===== src/rtl/sys_ctl_ports.sv =====
module sys_ctl_ports #(
  parameter int          AW        = 16,
  parameter int          DW        = 8,
  parameter logic [15:0] GATE_PORT = 16'h0092,
  parameter logic [15:0] ERRC_PORT = 16'h00F0,
  parameter logic [15:0] POST_PORT = 16'h0080,
  parameter int          GATE_BIT  = 1
) (
  input  logic          clk,
  input  logic          rst_n,
  input  logic          wr_en,
  input  logic          rd_en,
  input  logic [AW-1:0] addr,
  input  logic [DW-1:0] wdata,
  input  logic          fpu_err,
  output logic [DW-1:0] rdata,
  output logic          a20_gate,
  output logic          ferr_irq
);

  localparam logic [DW-1:0] ALL_ONES = {DW{1'b1}};

  logic hit_gate, hit_errc, hit_post;
  logic [DW-1:0] rd_mux;

  assign hit_gate = (addr == AW'(GATE_PORT));
  assign hit_errc = (addr == AW'(ERRC_PORT));
  assign hit_post = (addr == AW'(POST_PORT));

  always_comb begin
    rd_mux = '0;
    if (hit_gate)
      rd_mux[GATE_BIT] = a20_gate;
    else if (hit_errc || hit_post)
      rd_mux = ALL_ONES;
  end

  always_ff @(posedge clk) begin
    if (!rst_n)
      a20_gate <= 1'b0;
    else if (wr_en && hit_gate)
      a20_gate <= wdata[GATE_BIT];
  end

  always_ff @(posedge clk) begin
    if (!rst_n)
      ferr_irq <= 1'b0;
    else if (fpu_err)
      ferr_irq <= 1'b1;
    else if (wr_en && hit_errc)
      ferr_irq <= 1'b0;
  end

  always_ff @(posedge clk) begin
    if (!rst_n)
      rdata <= '0;
    else
      rdata <= rd_en ? rd_mux : '0;
  end

endmodule


===== config.mk =====
export PLATFORM = sky130hd
export DESIGN_NAME = sys_ctl_ports
export DESIGN_NICKNAME = d
export VERILOG_FILES = /design/src/rtl/sys_ctl_ports.sv
export SDC_FILE = /design/constraint.sdc
export NUM_CORES = 1
export LEC_CHECK = 0
export BUFFER_PORTS_ARGS = -buffer_cell sky130_fd_sc_hd__buf_2
export CORE_AREA = 3 3 40 42
export CTS_CLUSTER_DIAMETER = 30
export CTS_CLUSTER_SIZE = 28
export DETAILED_ROUTE_END_ITERATION = 10
export DIE_AREA = 0 0 43 45
export SETUP_SLACK_MARGIN = 0.02
export SLEW_MARGIN = 10
export SYNTH_ARGS = -nofsm -noshare
export SYNTH_HDL_FRONTEND = slang
export SYNTH_SLANG_ARGS = --single-unit

===== constraint.sdc =====
create_clock -name clk -period 2.5 [get_ports clk]
set_input_delay 0.5 -clock clk [delete_from_list [all_inputs] [get_ports clk]]
set_output_delay 0.5 -clock clk [all_outputs]
set_load 0.02 [all_outputs]

==> summary.md <==
| Metric | Value |
|---|---|
| Area grow syn2layout | `55.5%` |
| Worst EP arrival | `2.00 ns` |
| Die width | `43 microns` |
| DR WL/cell | `9.34 microns` |
| Slew Viols, Final | `0` |
| Clk slew on worst S/H paths | `0.04 ns` |
| Global-route wire length before repair | `1060 microns` |
| Rows | `13` |
| I/O pin total | `39` |
| Syn Area/Cell | `9.09 sq um` |
| Worst vdd ir | `300 uV` |
| Worst hold stages | `2` |
| GPL Wtd Cong | `0.668` |
| Tightest Pin Transition | `0.367 ns` |
| Initial antenna violation count | `0` |
| Hold Path Class | `reg2reg` |
| Min cycle time layout | `1.87 ns` |
| CTS tree | `built` |
| Final hold violation count | `0` |
| Critical-path maximum fanout | `3` |
| Slew headroom | `75.2%` |
| First-pass iteration count of the detailed router | `2` |
| Die ar. | `0.00194 sq mm` |
| Placed cell area | `402 sq um` |
| Cells after Synth | `30` |
| Ys Warns | `0` |
| Fin crit share | `74.9%` |
| Largest net degree at the start of global routing | `8` |
| Final ANT Viol Nets | `0` |
| Starting Density | `21.2%` |
| Cell area power density | `404 mW/mm^2` |
| Flop2flop setup slack | `1.78 ns` |
| Fin nets | `89` |
| Clock Path Buffers | `2` |
| Grt ovf | `0` |
| Max Fclk | `0.534 GHz` |
| WS Path Type | `in2reg` |
| CTS Hold Buffers Added | `0` |
| Post-CTS sizing | `0` |
| Core area | `0.00128 sq mm` |
| Synthesized area | `273 sq um` |
| Setup bufs post-CTS | `0` |
| Clock Skew | `0.00323 ns` |
| Crit path capture | `ferr_irq$_SDFFE_PN0P_` |
| PortBufs | `31` |
| Via-to-Cell Ratio | `4.47` |
| Worst R2R End | `a20_gate$_SDFFE_PN0P_` |
| Die Y | `45 microns` |
| Hold_sp | `a20_gate$_SDFFE_PN0P_` |
| Worst setup path start | `addr[8]` |
| N_diodes | `0` |
| Maxcap violations | `0` |
| Net count after synthesis | `59` |
| Vias in the first global route | `292` |
| Num CTS Buffers | `3` |
| Worst Setup End Kind | `register` |
| Final setup fails | `0` |
| Pleak | `0.223 nW` |
| Root Buffer | `clkbuf_4` |
| Reg2Reg Depth | `3` |
| Sequential share of the synthesized area | `29.4%` |
| DR DRC count | `0` |
| RSZ-0062 raised after global routing | `no` |
| Via total after detailed routing | `326` |
| Clock latency on the worst-skew pair | `0.24 ns` |
| R2R Path Start | `a20_gate$_SDFFE_PN0P_` |
| Final TNS setup | `0 ns` |
| Run status | `finished, final reports clean` |
| Drt total wl | `682 microns` |
| Worst setup SP type | `input port` |
| CP required | `2.62 ns` |
| FF+latch count, synth | `4` |
| Htree depth | `1` |
| Post-route cell area | `424 sq um` |
| Total track usage | `8.08%` |
| Clk sinks | `4` |
| Initial DRC count | `3` |
| Layout cells sized above 1 | `65.5%` |
| Synth unique cells | `17` |
==> cell usage in the layout, fill, tap and decap left out, types with 2 or more instances in the layout <==
master	Yosys	routed
nor4b_1	2	2
buf_2	0	31
nand2_1	3	3
dfxtp_1	4	4
o21a_1	2	2
or4_1	2	2
clkbuf_4	0	3
==> layer usage <==
metal  share of wire [%]  track usage [%]  vias up  wire (microns)
met3                  18             7.57        2             123
li1                    -                -      166               -
met1                  35             7.23      133             237
met5                   0                0        -               0
met2                  46             12.6       25             316
met4                0.59             3.61        0               4
==> sequential cells by signal, indices dropped and copies added, names as in the netlist <==
register,cells
a20_gate,1
rdata,2
ferr_irq,1
==> cell type report <==
| class | instances | area [sq um] |
|---|---|---|
| clock buffers | 3 | 22.5 |
| multi-input cells | 20 | 148 |
| well taps | 15 | 18.8 |
| repair buffers | 31 | 155 |
| fillers | 138 | 861 |
| flip-flops and latches | 4 | 80.1 |
==> cell families (layout without fill, tap and decap cells) <==
family	after synthesis	after routing	synth area share (%)
compound gates	6	6	17.4
buf+inv	6	34	16.5
flops	4	4	29.4
simple gates	14	14	36.7
==> worst min path at each step <==
stage,endpoint,slack (ns)
3_5_place_dp,rdata[1]$_SDFF_PP0_,0.48
3_3_place_gp,rdata[1]$_SDFF_PP0_,0.48
2_1_floorplan,rdata[1]$_SDFF_PP0_,0.56
4_1_cts,ferr_irq$_SDFFE_PN0P_,0.48
5_1_grt,ferr_irq$_SDFFE_PN0P_,0.48
6_report,rdata[1]$_SDFF_PP0_,0.48
==> per-stage QoR <==
| stage | cells | power, W | util [%] | setup WS [ns] | hold WS, ns |
|---|---|---|---|---|---|
| 6_report | 73 | 0.000171 | 33.0 | 0.628 | 0.478 |
| 3_3_place_gp | 70 | 0.0000938 | 31.3 | 0.389 | 0.485 |
| 5_1_grt | 73 | 0.000184 | 33.0 | 0.601 | 0.476 |
| 2_1_floorplan | 30 | 0.0000747 | - | 0.519 | 0.558 |
| 3_5_place_dp | 70 | 0.0000945 | 31.3 | 0.381 | 0.479 |
| 4_1_cts | 73 | 0.000176 | 33.0 | 0.630 | 0.475 |
==> worst max-delay path, cell delays in order <==
cell    delay [ns]
buf_2         0.09
or4_1         0.57
or4_4         0.51
o21a_1        0.18
o21a_1        0.16
==> synthesized netlist by cell type <==
| master | instances | area share [%] |
|---|---|---|
| a21o_2 | 1 | 3.2 |
| dfxtp_1 | 4 | 29 |
| nand3_1 | 1 | 1.8 |
| or4b_4 | 1 | 5.0 |
| nor2_1 | 1 | 1.4 |
| nand4_1 | 1 | 2.3 |
| nand2_1 | 3 | 4.1 |
| or4_4 | 1 | 4.1 |
| or3_1 | 1 | 2.3 |
| a21oi_2 | 1 | 3.2 |
| a21oi_1 | 1 | 1.8 |
| nor4bb_1 | 1 | 3.7 |
| or4_1 | 2 | 5.5 |
| buf_4 | 6 | 17 |
| o21a_1 | 2 | 5.5 |
| nor4b_1 | 2 | 6.4 |
| a41o_1 | 1 | 3.7 |
==> report_power, final <==
group          internal (W)  switching (W)  leakage (nW)
clock network     0.0000535      0.0000247        0.0138
logic             0.0000164      0.0000108         0.176
registers         0.0000654    0.000000521        0.0325
total              0.000135      0.0000360         0.223
Power figures use the tool's default switching activity.
